File: src/rtl/hz_pkg.sv
package hz_pkg;

  // Operand class of the instruction in decode
  typedef enum logic [2:0] {
    OPK_NONE     = 3'd0,
    OPK_EX_RS    = 3'd1,
    OPK_EX_RS_RT = 3'd2,
    OPK_STORE    = 3'd3,
    OPK_DEC_RS   = 3'd4,
    OPK_DEC_RSRT = 3'd5,
    OPK_EX_RT    = 3'd6,
    OPK_RSVD     = 3'd7
  } opk_e;

  // Stage in which a source operand must be valid
  typedef enum logic [1:0] {
    NEED_NONE = 2'd0,
    NEED_DEC  = 2'd1,
    NEED_EX   = 2'd2,
    NEED_MEM  = 2'd3
  } need_e;

endpackage

File: src/rtl/hz_need_decode.sv
module hz_need_decode
  import hz_pkg::*;
(
  input  opk_e  kind_i,
  output need_e rs_need_o,
  output need_e rt_need_o
);

  always_comb begin
    rs_need_o = NEED_NONE;
    rt_need_o = NEED_NONE;
    unique case (kind_i)
      OPK_EX_RS:    rs_need_o = NEED_EX;
      OPK_EX_RS_RT: begin
        rs_need_o = NEED_EX;
        rt_need_o = NEED_EX;
      end
      OPK_STORE: begin
        rs_need_o = NEED_EX;
        rt_need_o = NEED_MEM;
      end
      OPK_DEC_RS:   rs_need_o = NEED_DEC;
      OPK_DEC_RSRT: begin
        rs_need_o = NEED_DEC;
        rt_need_o = NEED_DEC;
      end
      OPK_EX_RT:    rt_need_o = NEED_EX;
      default: begin
        rs_need_o = NEED_NONE;
        rt_need_o = NEED_NONE;
      end
    endcase
  end

endmodule

File: src/rtl/hz_src_check.sv
module hz_src_check
  import hz_pkg::*;
#(
  parameter int REG_AW = 5
) (
  input  logic [REG_AW-1:0] src_i,
  input  need_e             need_i,
  input  logic [REG_AW-1:0] ex_dst_i,
  input  logic              ex_wen_i,
  input  logic              ex_load_i,
  input  logic [REG_AW-1:0] mem_dst_i,
  input  logic              mem_wen_i,
  input  logic              mem_load_i,
  output logic              wait_o
);

  localparam logic [REG_AW-1:0] ZERO_REG = '0;

  logic src_live;
  logic hit_ex;
  logic hit_mem;

  always_comb begin
    src_live = (src_i != ZERO_REG);
    hit_ex   = src_live && ex_wen_i  && (ex_dst_i  == src_i);
    hit_mem  = src_live && mem_wen_i && (mem_dst_i == src_i);
    unique case (need_i)
      // value read in decode: any EX producer, or a load still in MEM
      NEED_DEC: wait_o = hit_ex || (hit_mem && mem_load_i);
      // value read in EX: only a load right ahead is late
      NEED_EX:  wait_o = hit_ex && ex_load_i;
      default:  wait_o = 1'b0;
    endcase
  end

  always_comb begin

    zero_src_chk: assert (src_live || !wait_o);

    mem_need_chk: assert (need_i != NEED_MEM || !wait_o);
  end

endmodule

File: src/rtl/hz_stall_unit.sv
module hz_stall_unit
  import hz_pkg::*;
#(
  parameter int REG_AW = 5
) (
  input  logic [2:0]        dec_kind_i,
  input  logic [REG_AW-1:0] dec_rs_i,
  input  logic [REG_AW-1:0] dec_rt_i,
  input  logic [REG_AW-1:0] ex_dst_i,
  input  logic              ex_wen_i,
  input  logic              ex_load_i,
  input  logic [REG_AW-1:0] mem_dst_i,
  input  logic              mem_wen_i,
  input  logic              mem_load_i,
  output logic              stall_o,
  output logic              bubble_o
);

  localparam int NSRC = 2;

  opk_e              kind;
  need_e             need [NSRC];
  logic [REG_AW-1:0] src  [NSRC];
  logic [NSRC-1:0]   src_wait;
  logic              hold;

  assign kind   = opk_e'(dec_kind_i);
  assign src[0] = dec_rs_i;
  assign src[1] = dec_rt_i;

  hz_need_decode u_need (
    .kind_i    (kind),
    .rs_need_o (need[0]),
    .rt_need_o (need[1])
  );

  for (genvar g = 0; g < NSRC; g++) begin : g_src
    hz_src_check #(.REG_AW(REG_AW)) u_chk (
      .src_i      (src[g]),
      .need_i     (need[g]),
      .ex_dst_i   (ex_dst_i),
      .ex_wen_i   (ex_wen_i),
      .ex_load_i  (ex_load_i),
      .mem_dst_i  (mem_dst_i),
      .mem_wen_i  (mem_wen_i),
      .mem_load_i (mem_load_i),
      .wait_o     (src_wait[g])
    );
  end

  assign hold     = |src_wait;
  assign stall_o  = hold;
  assign bubble_o = hold;

  always_comb begin

    no_read_chk: assert (kind != OPK_NONE || !stall_o);

    load_use_chk: assert (!(ex_load_i && ex_wen_i && ex_dst_i != '0 &&
                           kind == OPK_EX_RS && dec_rs_i == ex_dst_i) || stall_o);

    load_branch_chk: assert (!(mem_load_i && mem_wen_i && mem_dst_i != '0 &&
                              kind == OPK_DEC_RS && dec_rs_i == mem_dst_i) || stall_o);

    alu_branch_chk: assert (!(ex_wen_i && ex_dst_i != '0 && kind == OPK_DEC_RSRT &&
                             dec_rt_i == ex_dst_i) || stall_o);

    no_producer_chk: assert (ex_wen_i || mem_wen_i || !stall_o);
  end

endmodule

File: config.mk
export PLATFORM = sky130hd
export DESIGN_NAME = hz_stall_unit
export DESIGN_NICKNAME = d
export VERILOG_FILES = /design/src/rtl/hz_pkg.sv /design/src/rtl/hz_need_decode.sv /design/src/rtl/hz_src_check.sv /design/src/rtl/hz_stall_unit.sv
export SDC_FILE = /design/constraint.sdc
export NUM_CORES = 1
export LEC_CHECK = 0
export BUFFER_PORTS_ARGS = -buffer_cell sky130_fd_sc_hd__buf_2
export CORE_MARGIN = 10
export CORE_UTILIZATION = 25
export DETAILED_ROUTE_END_ITERATION = 7
export PLACE_DENSITY = 0.56
export SLEW_MARGIN = 20
export SYNTH_ARGS = -nofsm -noshare
export SYNTH_HDL_FRONTEND = slang
export SYNTH_SLANG_ARGS = --single-unit
File: constraint.sdc
create_clock -name vclk -period 1.6
set_input_delay 0.32 -clock vclk [all_inputs]
set_output_delay 0.32 -clock vclk [all_outputs]
set_load 0.02 [all_outputs]
Word-level counts from Yosys, hierarchy flattened
Cells that the tools add are included.
- equality and inequality tests: 14
- mux-type cells: 4
- reductions and logical operators: 20
- operator list (operator ; count):
    equality test 5 bit ; 4
    logical AND 1 bit ; 12
    nonzero test 5 bit ; 2
    equality test 3 bit (second input constant) ; 3
    equality test 3 x 2 -> 1 bit (second input constant) ; 2
    case mux 2 bit (3 select lines) ; 1
    OR reduction 2 bit ; 3
    equality test 2 x 1 -> 1 bit (second input constant) ; 2
    equality test 2 bit (second input constant) ; 2
    case mux 1 bit (2 select lines) ; 2
    case mux 2 bit (2 select lines) ; 1
    equality test 3 x 1 -> 1 bit (second input constant) ; 1
    OR reduction 3 bit ; 1
    logical OR 1 bit ; 2
- register bits after elaboration: 0
- input bits: 27
- output and inout port bits: 2
- logic and storage cells: 38

Logic depth before layout (Yosys ltp)
Gate-level depths: netlist of the first run.
- word-level depth: 7
- depth in mapped cells: 9
- mapped depth without buffers: 8

Hierarchy
From an unflattened synthesis of the first run, not the netlist that was laid out.
- cell total of the unflattened synthesis: 54
- area, all modules: 431.7 um^2
- by module, submodules not included (module ; times used ; cells an instance ; area each (um^2) ; seq. area each (um^2)):
    hz_src_check ; 2 ; 23 ; 187.7 ; 0.0
    hz_need_decode ; 1 ; 6 ; 42.5 ; 0.0
    hz_stall_unit ; 1 ; 2 ; 13.8 ; 0.0

Least setup slack after synthesis of the first run
Ideal clock, no wire load.
- kind: in2out
- start point: input dec_kind_i[1]
- end point: output stall_o
- arrival time: 1571 ps
- required time: 1280 ps
- path slack: -291 ps
- stages: 7
- path buffers: 1
- cells stage by stage: nand2b_4 > clkinv_2 > nand2_2 > nor4_2 > a41oi_1 > o22ai_1 > buf_4
- word-level cells in the longest chain between the ends: 6
- elaborated cells on any way between the ends: 18
- classes of those cells: eq/ne (10); mux (4); reduce/logical (4)
- ends and longest elaborated chain (what ; RTL line ; source):
    start, declared ; hz_stall_unit.sv:6 ; input logic [2:0] dec_kind_i,
    equality test 3 x 1 -> 1 bit (tied with other cells) ; hz_need_decode.sv:12 ; unique case (kind_i)
    OR reduction 3 bit (no line) or OR reduction 2 bit (tied branches) ; -- ;
    case mux 2 bit (2 select lines) or case mux 2 bit (3 select lines) (tied branches) ; hz_need_decode.sv:12 ;
    equality test 2 bit or equality test 2 x 1 -> 1 bit (tied branches) ; hz_src_check.sv:27 ; unique case (need_i)
    case mux 1 bit (2 select lines) ; hz_src_check.sv:27 ;
    OR reduction 2 bit (*) ; hz_stall_unit.sv:51 ; assign hold = |src_wait;
    end, declared ; hz_stall_unit.sv:15 ; output logic stall_o,
Every way passes the cells marked *; elsewhere a longest branch is shown, timed or not.

Worst setup path after layout of the first run
- start point: input dec_rt_i[2]
- end point: output bubble_o
- word-level cells in the longest chain between the ends: 7
- elaborated cells on any way between the ends: 12
- classes of those cells: eq/ne (2); mux (1); reduce/logical (9)
- ends and longest elaborated chain (what ; RTL line ; source):
    start, declared ; hz_stall_unit.sv:8 ; input logic [REG_AW-1:0] dec_rt_i,
    nonzero test 5 bit ; hz_src_check.sv:24 ; src_live = (src_i != ZERO_REG);
    logical AND 1 bit (2 in series) ; hz_src_check.sv:26 ; hit_mem = src_live && mem_wen_i && (mem_dst_i == src_i);
    logical AND 1 bit ; hz_src_check.sv:29 ; NEED_DEC: wait_o = hit_ex || (hit_mem && mem_load_i);
    logical OR 1 bit ; hz_src_check.sv:29 ;
    case mux 1 bit (2 select lines) (*) ; hz_src_check.sv:27 ;
    OR reduction 2 bit (*) ; hz_stall_unit.sv:51 ;
    end, declared ; hz_stall_unit.sv:16 ; output logic bubble_o
Marks and branches as above.

==> out/qor.log, run 1 <==
[run_status] run status complete, but fails checks
[run_status] violations in the final reports negative setup slack
[timing] setup violation total in the final timing report 2
[routing] antenna-violating nets left 0
[logic_synthesis] dominant combinational cell family by area after synthesis XOR/XNOR gates
[setup_path] destination of the critical timing path bubble_o
[final_layout] layout clock buffer count 0
[final_layout] count of flip-flops and latches 0
[logic_synthesis] number of synthesis warnings 0
[routing] mean routed wirelength per cell 13.5 µm
[setup_path] largest fanout on the critical path 3
[run] max-cap violation count 0
[timing] Sum Neg Setup Slack -316 ps
[logic_synthesis] fraction of the mapped netlist area in compound gates 11.5%
[logic_synthesis] share of cell area taken by muxes after synthesis 0%
[place] Detailed Place HPWL 1210 µm
[logic_synthesis] area share of the largest cell type after synthesis 26.9%
[global_routing] via count of the first global-routing pass 565
[global_routing] Tot GR Track Use 7.80%
[routing] wirelength, routed 1370 µm
[global_routing] total gr overflow 0
[final_layout] layout cell share with drive strength beyond 1 69.8%
[die] number of top-level design ports 29
[routing] First DRT Iteration DRCs 0
[logic_synthesis] xor/xnor share of the synthesized area 49.0%
[timing] peak clock frequency supported by timing 569 MHz
[place] final weighted congestion in routability-driven placement 0.736
[final_layout] most common cell after layout, fill and taps aside sky130_fd_sc_hd__buf_2
[final_layout] utilization after layout 59.0%
[setup_path] endpoint type of the worst setup path output pin
[logic_synthesis] net count after synthesis 76
[final_layout] final design area excluding fillers 777 µm²
[timing] number of hold-slack violations in the final timing report 0
[setup_path] kind of start point of the critical path input port
[logic_synthesis] most area-hungry cell type in the Yosys netlist sky130_fd_sc_hd__xor2_1
[setup_path] start point of the critical path dec_rt_i[2]
[die] placement row count 13
[logic_synthesis] top area cells in the synthesized netlist sky130_fd_sc_hd__xor2_1 27%, sky130_fd_sc_hd__xnor2_1 22%, sky130_fd_sc_hd__ha_1 7.0%, sky130_fd_sc_hd__or4_1 4.2%, sky130_fd_sc_hd__nand2b_4 3.8%
[die] Die Span Y 57.8 µm
[worst_hold_path] path class of the lowest-slack min-delay path in2out
[final_layout] FF+latch area 0 µm²
[routing] post-route DRC violation count 0
[logic_synthesis] count of cell types in the netlist 22
[timing] unrepaired setup endpoints after global routing yes
[die] die width 57.8 µm
[timing] count of final max-slew check failures 0
[logic_synthesis] share of synthesized cell area in full adder, half adder and majority cells 6.99%
[power_and_ir_drop] highest ir drop seen on vdd 0.126 mV
[power_and_ir_drop] Power Dens Cells 241 mW/mm²
[timing] final worst path period share 110%
[timing] Least-Margin Pin Slew 280 ps
[setup_path] class of the most critical setup path in2out
[setup_path] Data required, critical path 1280 ps
[final_layout] filler instances 128
[routing] Pre-Repair DR Iteration Count 1
[die] floorplan die area 0.00334 mm²
[final_layout] area growth from synthesis to final layout 117%
[die] initial core utilization 27.2%
[place] Port Buf Inserts 29
[routing] via count of the routed design 472
[die] area of the core region 0.00132 mm²
[logic_synthesis] netlist area before placement 358 µm²
[global_routing] pin count of the biggest net entering global routing 4
[global_routing] first-pass GRT wire length 2260 µm
[power_and_ir_drop] leakage power summed over all cells 0.349 nW
[clock_network] CTS Hold Buffers Added 0
[final_layout] commonest cells after routing, fill and taps aside 19 x sky130_fd_sc_hd__buf_2, 12 x sky130_fd_sc_hd__buf_4, 11 x sky130_fd_sc_hd__xor2_1, 7 x sky130_fd_sc_hd__buf_6, 5 x sky130_fd_sc_hd__xnor2_1
[logic_synthesis] simple-gate area share of the yosys netlist 28.0%
[power_and_ir_drop] post-layout total power 0.000187 W
[global_routing] antenna violations before repair 0
[logic_synthesis] proportion of synthesized chip area in sequential cells 0%
[routing] via density per instance 4.67
[timing] min setup slack post-route -159 ps
[final_layout] nets 117
[logic_synthesis] post-synthesis area per instance 7.61 µm²
[timing] worst relative slew slack 81.2%
[place] total cell area at the placement stage 611 µm²
[final_layout] area taken by multi-input logic gates 455 µm²
[timing] Period minus WS final 1760 ps
[logic_synthesis] synthesized instance count 47
[final_layout] number of inserted diodes 0
[setup_path] data arrival time at the worst-slack endpoint 1440 ps
[place] pre-CTS worst setup slack -274 ps
==> cell type report <==
type                            count  area share (%)
Timing Repair Buffer               40            37.8
Tap cell                           15            2.42
Inverter                            2            1.13
Multi-Input combinational cell     44            58.6
==> logic make-up (layout without fill, tap and decap cells) <==
group	after synthesis	in the layout
adders and majority gates	2	2
and+or+nand+nor	15	15
AOI/OAI and AO/OA	7	7
xor gates and xnor gates	20	20
buffers and inverters	3	42
==> worst min-delay path by stage <==
stage / start / end / slack, ps / depth (start not counted)
2_1_floorplan: ex_wen_i / bubble_o / 930 / 2
5_1_grt: ex_wen_i / stall_o / 1140 / 4
4_1_cts: dec_rs_i[0] / stall_o / 1130 / 4
6_report: ex_wen_i / stall_o / 1100 / 4
3_3_place_gp: ex_wen_i / bubble_o / 1130 / 4
3_5_place_dp: ex_wen_i / stall_o / 1140 / 4
==> per-stage QoR <==
stage	instances	hold WS, ps
global placement	100	1130
detailed placement	100	1140
global route	101	1140
finish	101	1100
CTS	101	1130
floorplan	47	927
==> cells in the mapped netlist, drive strengths merged <==
cell type  number
a21oi           1
a31oi           1
a41oi           1
and3            1
buf             1
clkinv          1
ha              2
inv             1
nand2           3
nand2b          1
nand4           1
nor2            3
nor4            3
nor4b           1
o21ai           3
o22ai           1
or4             2
xnor2           9
xor2           11
==> report_power, final <==
part	switching [W]	internal, W	total, W	leakage, nW
clock network	0	0	0	0
registers	0	0	0	0
logic	0.0000809	0.000106	0.000187	0.349
total	0.0000809	0.000106	0.000187	0.349
==> critical path, stage by stage <==
cell and delay [ps]:
sky130_fd_sc_hd__buf_8 100, sky130_fd_sc_hd__xor2_1 150, sky130_fd_sc_hd__nor4_1 250, sky130_fd_sc_hd__and3_1 200, sky130_fd_sc_hd__a41oi_2 50, sky130_fd_sc_hd__o22ai_4 220
sky130_fd_sc_hd__buf_6 140
==> timing repair <==
item	4_1_cts	5_1_grt
endpoints found under the setup margin	2	2
gates resized for setup	20	17
setup buffers	1	0
pin swaps	9	8
==> layer usage <==
metal | vias to the layer above | global-route usage (%) | part of all wire, %
met1 | 201 | 8.62 | 42
met2 | 25 | 13.8 | 45
met5 | - | 0 | 0
li1 | 246 | - | -
met3 | 0 | 3.92 | 13
met4 | 0 | 0 | 0
Power figures use the tool's default switching activity.
==> run 2, diff against run 1 <==
--- a/config.mk
+++ b/config.mk
@@ -9,7 +9,6 @@
 export CORE_MARGIN = 10
 export CORE_UTILIZATION = 25
 export DETAILED_ROUTE_END_ITERATION = 7
-export PLACE_DENSITY = 0.56
 export SLEW_MARGIN = 20
 export SYNTH_ARGS = -nofsm -noshare
 export SYNTH_HDL_FRONTEND = slang
==> run 2 against run 1 <==
The flow still finishes with violations (negative setup slack); core utilization decreased by 0.28 points; total power increased by 0.69%; sequential share of layout area unchanged; wire length increased by 1.5%; via count increased by 1.3%; combinational power about the same; die area unchanged; flip-flop and latch count unchanged; final area decreased by 0.48%; critical path depth unchanged; final cell count decreased by 2.0%.
==> out/qor.log, run 2 (synthesized netlist as in run 1, its figures left out) <==
[run_status] run status complete, but fails checks [unchanged]
[run_status] violations in the final reports negative setup slack [unchanged]
[setup_path] class of the most critical setup path in2out [unchanged]
[worst_hold_path] launch point of the worst hold path ex_wen_i [unchanged]
[global_routing] total gr overflow 0 [unchanged]
[timing] worst relative slew slack 81.6% [was 81.2%]
[timing] Period minus WS final 1760 ps [about the same]
[power_and_ir_drop] leakage power summed over all cells 0.345 nW [was 0.349 nW]
[die] Die Span Y 57.8 µm [unchanged]
[final_layout] layout clock buffer count 0 [unchanged]
[place] Detailed Place HPWL 1220 µm [was 1210 µm]
[final_layout] filler instances 122 [was 128]
[routing] mean routed wirelength per cell 14.0 µm [was 13.5 µm]
[timing] Least-Margin Pin Slew 274 ps [was 280 ps]
[setup_path] endpoint type of the worst setup path output pin [unchanged]
[worst_hold_path] path class of the lowest-slack min-delay path in2out [unchanged]
[routing] antenna-violating nets left 0 [unchanged]
[final_layout] utilization after layout 58.7% [was 59.0%]
[setup_path] CP max-delay cell sky130_fd_sc_hd__nor4_1 [unchanged]
[worst_hold_path] hold-critical path depth 4 [unchanged]
[routing] total length of routed met3 wires 187 µm [was 178 µm]
[die] initial core utilization 27.2% [unchanged]
[power_and_ir_drop] highest ir drop seen on vdd 0.132 mV [was 0.126 mV]
[routing] via count of the routed design 478 [was 472]
[final_layout] most common cell after layout, fill and taps aside sky130_fd_sc_hd__buf_2 [unchanged]
[global_routing] first-pass GRT wire length 2230 µm [was 2260 µm]
[timing] min setup slack post-route -157 ps [was -159 ps]
[worst_hold_path] Hold Crit Endpoint stall_o [unchanged]
[timing] setup violation total in the final timing report 2 [unchanged]
[timing] count of final max-slew check failures 0 [unchanged]
[routing] wirelength, routed 1390 µm [was 1370 µm]
[power_and_ir_drop] Power Dens Cells 244 mW/mm² [was 241 mW/mm²]
[timing] final worst path period share 110% [about the same]
[place] pre-CTS worst setup slack -270 ps [was -274 ps]
[routing] Pre-Repair DR Iteration Count 1 [unchanged]
[global_routing] Tot GR Track Use 7.63% [was 7.80%]
[place] Port Buf Inserts 29 [unchanged]
[place] cell count after placement 98 [was 100]
[routing] uppermost routed layer met3 [unchanged]
[setup_path] largest fanout on the critical path 2 [was 3]
[global_routing] via count of the first global-routing pass 566 [was 565]
[global_routing] pin count of the biggest net entering global routing 4 [unchanged]
[routing] via density per instance 4.83 [was 4.67]
[final_layout] area growth from synthesis to final layout 116% [was 117%]
[timing] unrepaired setup endpoints after global routing yes [unchanged]
[routing] post-route DRC violation count 0 [unchanged]
[die] floorplan die area 0.00334 mm² [unchanged]
[routing] Detail Route met2 WL 652 µm [was 616 µm]
[place] final weighted congestion in routability-driven placement 0.763 [was 0.736]
[setup_path] data arrival time at the worst-slack endpoint 1440 ps [about the same]
[final_layout] count of flip-flops and latches 0 [unchanged]
[timing] peak clock frequency supported by timing 569 MHz [about the same]
[setup_path] sequence of cells on the critical path buf_2 > xor2_1 > nor4_1 > and3_1 > a41oi_2 > o22ai_4 > buf_6 [was buf_8 > xor2_1 > nor4_1 > and3_1 > a41oi_2 > o22ai_4 > buf_6]
[final_layout] number of inserted diodes 0 [unchanged]
[setup_path] Data required, critical path 1280 ps [about the same]
[final_layout] layout cell share with drive strength beyond 1 66.7% [was 69.8%]
[die] placement row count 13 [unchanged]
[timing] number of hold-slack violations in the final timing report 0 [unchanged]
[final_layout] Layout Cells excl Fill 99 [was 101]
[setup_path] kind of start point of the critical path input port [unchanged]
[final_layout] FF+latch area 0 µm² [unchanged]
[die] number of top-level design ports 29 [unchanged]
[die] die width 57.8 µm [unchanged]
[final_layout] nets 115 [was 117]
[global_routing] antenna violations before repair 0 [unchanged]
[timing] Sum Neg Setup Slack -315 ps [was -316 ps]
[die] area of the core region 0.00132 mm² [unchanged]
[routing] routed length on met1 549 µm [was 573 µm]
[setup_path] Critical Path Max Stage Delay 250 ps [about the same]
[final_layout] commonest cells after routing, fill and taps aside 15 x sky130_fd_sc_hd__buf_2, 11 x sky130_fd_sc_hd__xor2_1, 11 x sky130_fd_sc_hd__buf_4, 10 x sky130_fd_sc_hd__buf_6, 5 x sky130_fd_sc_hd__xnor2_1 [was 19 x sky130_fd_sc_hd__buf_2, 12 x sky130_fd_sc_hd__buf_4, 11 x sky130_fd_sc_hd__xor2_1, 7 x sky130_fd_sc_hd__buf_6, 5 x sky130_fd_sc_hd__xnor2_1]
[run] max-cap violation count 0 [unchanged]
[routing] First DRT Iteration DRCs 0 [unchanged]
[final_layout] area taken by multi-input logic gates 445 µm² [was 455 µm²]
run 2: cell types whose count changed in the layout (fill, tap and decap cells not counted):
cell / before / now
sky130_fd_sc_hd__a21oi_1: 1 / 0
sky130_fd_sc_hd__a21oi_2: 0 / 1
sky130_fd_sc_hd__buf_2: 19 / 15
sky130_fd_sc_hd__buf_4: 12 / 11
sky130_fd_sc_hd__buf_6: 7 / 10
sky130_fd_sc_hd__nor2_1: 0 / 2
sky130_fd_sc_hd__nor2_2: 2 / 1
sky130_fd_sc_hd__nor2_4: 1 / 0
sky130_fd_sc_hd__o21ai_1: 0 / 1
sky130_fd_sc_hd__o21ai_2: 2 / 1
run 2: worst max-delay path by stage:
stage                     depth (start not counted)  slack (ps)          start       end
final                                             7        -160    dec_rt_i[1]  bubble_o
after detailed placement                          9        -270  dec_kind_i[1]  bubble_o
after global placement                            9        -270  dec_kind_i[1]   stall_o
after global routing                              7        -250    dec_rt_i[1]  bubble_o
after CTS                                         7        -170    dec_rt_i[2]  bubble_o
after floorplan                                   6         -80    ex_dst_i[1]   stall_o
run 2: area by class of cell:
| class | count | area share [%] |
|---|---|---|
| well taps | 15 | 2.43 |
| repair buffers | 38 | 38.8 |
| inverters | 2 | 1.13 |
| multi-input cells | 44 | 57.6 |
run 2: stage by stage:
step / hold slack [ps] / power, W / instance area, µm²
4_1_cts: 1120 / 0.000160 / 678
3_3_place_gp: 1130 / 0.000138 / 596
6_report: 1090 / 0.000188 / 773
3_5_place_dp: 1130 / 0.000140 / 596
5_1_grt: 1130 / 0.000204 / 773
2_1_floorplan: 927 / 0.0000640 / 383
run 2: repair_timing:
action	4_1_cts	5_1_grt
hold buffers	0	0
pin swaps	7	12
setup buffers	1	0
endpoints found under the setup margin	2	2
gates resized for setup	17	21
hold endpoints to repair	0	0
run 2: layer usage:
layer  GRT usage [%]  vias to the layer above
li1                -                      245
met1            8.03                      208
met2            14.0                       25
met3            3.92                        0
met4               0                        0
met5               0                        -
run 2: critical path: cells and delay by family:
kind / cells / cell delay, ps
compound gates: 2 / 270
xor+xnor: 1 / 140
buf+inv: 2 / 260
simple gates: 2 / 450
run 2: report_power, final:
group          internal [W]  switching [W]  leakage [nW]
Clock                     0              0             0
Sequential                0              0             0
Combinational      0.000108      0.0000800         0.345
==> run 3, diff against run 2 <==
--- a/config.mk
+++ b/config.mk
@@ -6,9 +6,9 @@
 export NUM_CORES = 1
 export LEC_CHECK = 0
 export BUFFER_PORTS_ARGS = -buffer_cell sky130_fd_sc_hd__buf_2
-export CORE_MARGIN = 10
-export CORE_UTILIZATION = 25
+export CORE_AREA = 10 10 47 49
 export DETAILED_ROUTE_END_ITERATION = 7
+export DIE_AREA = 0 0 57 59
 export SLEW_MARGIN = 20
 export SYNTH_ARGS = -nofsm -noshare
 export SYNTH_HDL_FRONTEND = slang
==> constraint.sdc (replaced) <==
create_clock -name vclk -period 1.5
set_input_delay 0.3 -clock vclk [all_inputs]
set_output_delay 0.3 -clock vclk [all_outputs]
set_load 0.02 [all_outputs]
==> run 3 against run 2 <==
The flow still finishes with violations (negative setup slack); via count down 2.5%; setup slack worse by 72 ps; count of clock-buffer cells in the layout unchanged; critical path type unchanged; critical endpoint unchanged; largest power group unchanged.
==> out/qor.log, run 3 (synthesized netlist as in run 1, its figures left out) <==
[run_status] run status complete, but fails checks [unchanged]
[run_status] violations in the final reports negative setup slack [unchanged]
[place] Port Buf Inserts 29 [unchanged]
[setup_path] endpoint type of the worst setup path output pin [unchanged]
[power_and_ir_drop] highest ir drop seen on vdd 0.137 mV [was 0.132 mV]
[setup_path] kind of start point of the critical path input port [unchanged]
[setup_path] Data required, critical path 1200 ps [was 1280 ps]
[timing] min setup slack post-route -229 ps [was -157 ps]
[place] cell count after placement 103 [was 98]
[setup_path] CP max-delay cell sky130_fd_sc_hd__nor4_1 [unchanged]
[routing] via density per instance 4.52 [was 4.83]
[routing] antenna-violating nets left 0 [unchanged]
[clock_network] number of setup buffers added after CTS 0 [was 1]
[final_layout] FF+latch area 0 µm² [unchanged]
[final_layout] layout cell share with drive strength beyond 1 58.6% [was 66.7%]
[worst_hold_path] path class of the lowest-slack min-delay path in2out [unchanged]
[place] Detailed Place HPWL 1170 µm [was 1220 µm]
[routing] Pre-Repair DR Iteration Count 4 [was 1]
[setup_path] destination of the critical timing path bubble_o [unchanged]
[timing] final worst path period share 115%
[die] die width 57 µm [was 57.8 µm]
[setup_path] sequence of cells on the critical path buf_8 > xor2_1 > nor4_1 > and3_1 > a41oi_2 > o22ai_4 > buf_6 [was buf_2 > xor2_1 > nor4_1 > and3_1 > a41oi_2 > o22ai_4 > buf_6]
[timing] worst relative slew slack 80.4% [was 81.6%]
[routing] First DRT Iteration DRCs 3 [was 0]
[timing] unrepaired setup endpoints after global routing yes [unchanged]
[setup_path] largest fanout on the critical path 3 [was 2]
[global_routing] first-pass GRT wire length 2070 µm [was 2230 µm]
[global_routing] total gr overflow 0 [unchanged]
[clock_network] CTS Hold Buffers Added 0 [unchanged]
[final_layout] filler instances 146 [was 122]
[global_routing] via count of the first global-routing pass 519 [was 566]
[final_layout] most common cell after layout, fill and taps aside sky130_fd_sc_hd__buf_2 [unchanged]
[power_and_ir_drop] leakage power summed over all cells 0.322 nW [was 0.345 nW]
[routing] total length of routed met3 wires 176 µm [was 187 µm]
[final_layout] nets 118 [was 115]
[routing] wirelength, routed 1200 µm [was 1390 µm]
[run] max-cap violation count 0 [unchanged]
[die] floorplan die area 0.00336 mm² [was 0.00334 mm²]
[global_routing] Tot GR Track Use 6.88% [was 7.63%]
[die] initial core utilization 25.5% [was 27.2%]
[routing] mean routed wirelength per cell 11.6 µm [was 14.0 µm]
[routing] post-route DRC violation count 0 [unchanged]
[final_layout] Layout Cells excl Fill 103 [was 99]
[global_routing] pin count of the biggest net entering global routing 4 [unchanged]
[final_layout] number of inserted diodes 0 [unchanged]
[final_layout] area taken by multi-input logic gates 394 µm² [was 445 µm²]
[timing] number of hold-slack violations in the final timing report 0 [unchanged]
[global_routing] antenna violations before repair 0 [unchanged]
[final_layout] layout clock buffer count 0 [unchanged]
[timing] Least-Margin Pin Slew 292 ps [was 274 ps]
[timing] Sum Neg Setup Slack -458 ps [was -315 ps]
[die] Die Span Y 59 µm [was 57.8 µm]
[setup_path] class of the most critical setup path in2out [unchanged]
[power_and_ir_drop] Power Dens Cells 244 mW/mm² [about the same]
[setup_path] Critical Path Max Stage Delay 260 ps [was 250 ps]
[timing] setup violation total in the final timing report 2 [unchanged]
[timing] Period minus WS final 1730 ps
[final_layout] commonest cells after routing, fill and taps aside 23 x sky130_fd_sc_hd__buf_2, 12 x sky130_fd_sc_hd__buf_4, 10 x sky130_fd_sc_hd__xor2_1, 9 x sky130_fd_sc_hd__xnor2_1, 4 x sky130_fd_sc_hd__buf_6 [was 15 x sky130_fd_sc_hd__buf_2, 11 x sky130_fd_sc_hd__xor2_1, 11 x sky130_fd_sc_hd__buf_4, 10 x sky130_fd_sc_hd__buf_6, 5 x sky130_fd_sc_hd__xnor2_1]
[place] final weighted congestion in routability-driven placement 0.774 [was 0.763]
[routing] routed length on met1 499 µm [was 549 µm]
[die] placement row count 14 [was 13]
[setup_path] start point of the critical path dec_rt_i[2] [was dec_rt_i[1]]
[timing] count of final max-slew check failures 0 [unchanged]
[die] area of the core region 0.00140 mm² [was 0.00132 mm²]
[final_layout] area growth from synthesis to final layout 96.5% [was 116%]
[timing] peak clock frequency supported by timing 578 MHz
[routing] via count of the routed design 466 [was 478]
[final_layout] count of flip-flops and latches 0 [unchanged]
[die] number of top-level design ports 29 [unchanged]
[routing] Detail Route met2 WL 522 µm [was 652 µm]
[setup_path] data arrival time at the worst-slack endpoint 1430 ps [was 1440 ps]
[routing] uppermost routed layer met3 [unchanged]
[run 3: cell count changes in the layout (fill, tap and decap cells not counted), sizes merged]
cell / previous run / this run
buf: 38 / 41
[run 3: final cells by class]
| type | instances | area share (%) |
|---|---|---|
| inverters | 2 | 1.25 |
| multi-input cells | 44 | 56.0 |
| well taps | 16 | 2.85 |
| repair buffers | 41 | 39.9 |
[run 3: per-layer routing]
metal	vias to the layer above	GRT usage [%]
li1	245	-
met1	198	7.40
met2	23	12.1
met3	0	3.86
met4	0	0.336
met5	-	0
[run 3: how the worst min path moves through the flow]
stage / end / startpoint / slack (ps) / cells after the start
CTS: bubble_o / ex_wen_i / 1100 / 4
detailed placement: bubble_o / ex_wen_i / 1100 / 4
floorplan: bubble_o / ex_wen_i / 890 / 2
finish: stall_o / ex_wen_i / 1090 / 4
global route: stall_o / ex_wen_i / 1120 / 4
global placement: bubble_o / ex_wen_i / 1110 / 4
[run 3: timing repair]
item                       CTS  global route
gates resized for setup     14             2
pin swaps                    3             4
setup endpoints to repair    2             2
[run 3: through the flow]
| stage | hold WS (ps) | power, W | worst slack [ps] | cell area [µm²] | util, % |
|---|---|---|---|---|---|
| after floorplan | 887 | 0.0000682 | -138 | 383 | - |
| after detailed placement | 1100 | 0.000157 | -299 | 627 | 44.7 |
| final | 1090 | 0.000171 | -229 | 703 | 50.2 |
| after CTS | 1100 | 0.000171 | -244 | 693 | 49.5 |
| after global placement | 1110 | 0.000156 | -293 | 627 | 44.7 |
| after global routing | 1120 | 0.000188 | -323 | 703 | 50.2 |
[run 3: power breakdown]
part	total, W	switching [W]	internal, W
Combinational	0.000171	0.0000740	0.0000973
Sequential	0	0	0
Clock	0	0	0
[run 3: critical path: cells and delay by family]
family	cells	cell delay (ps)
buffers and inverters	2	240
AO/OA/AOI/OAI	2	250
XOR/XNOR	1	160
AND/OR/NAND/NOR	2	470
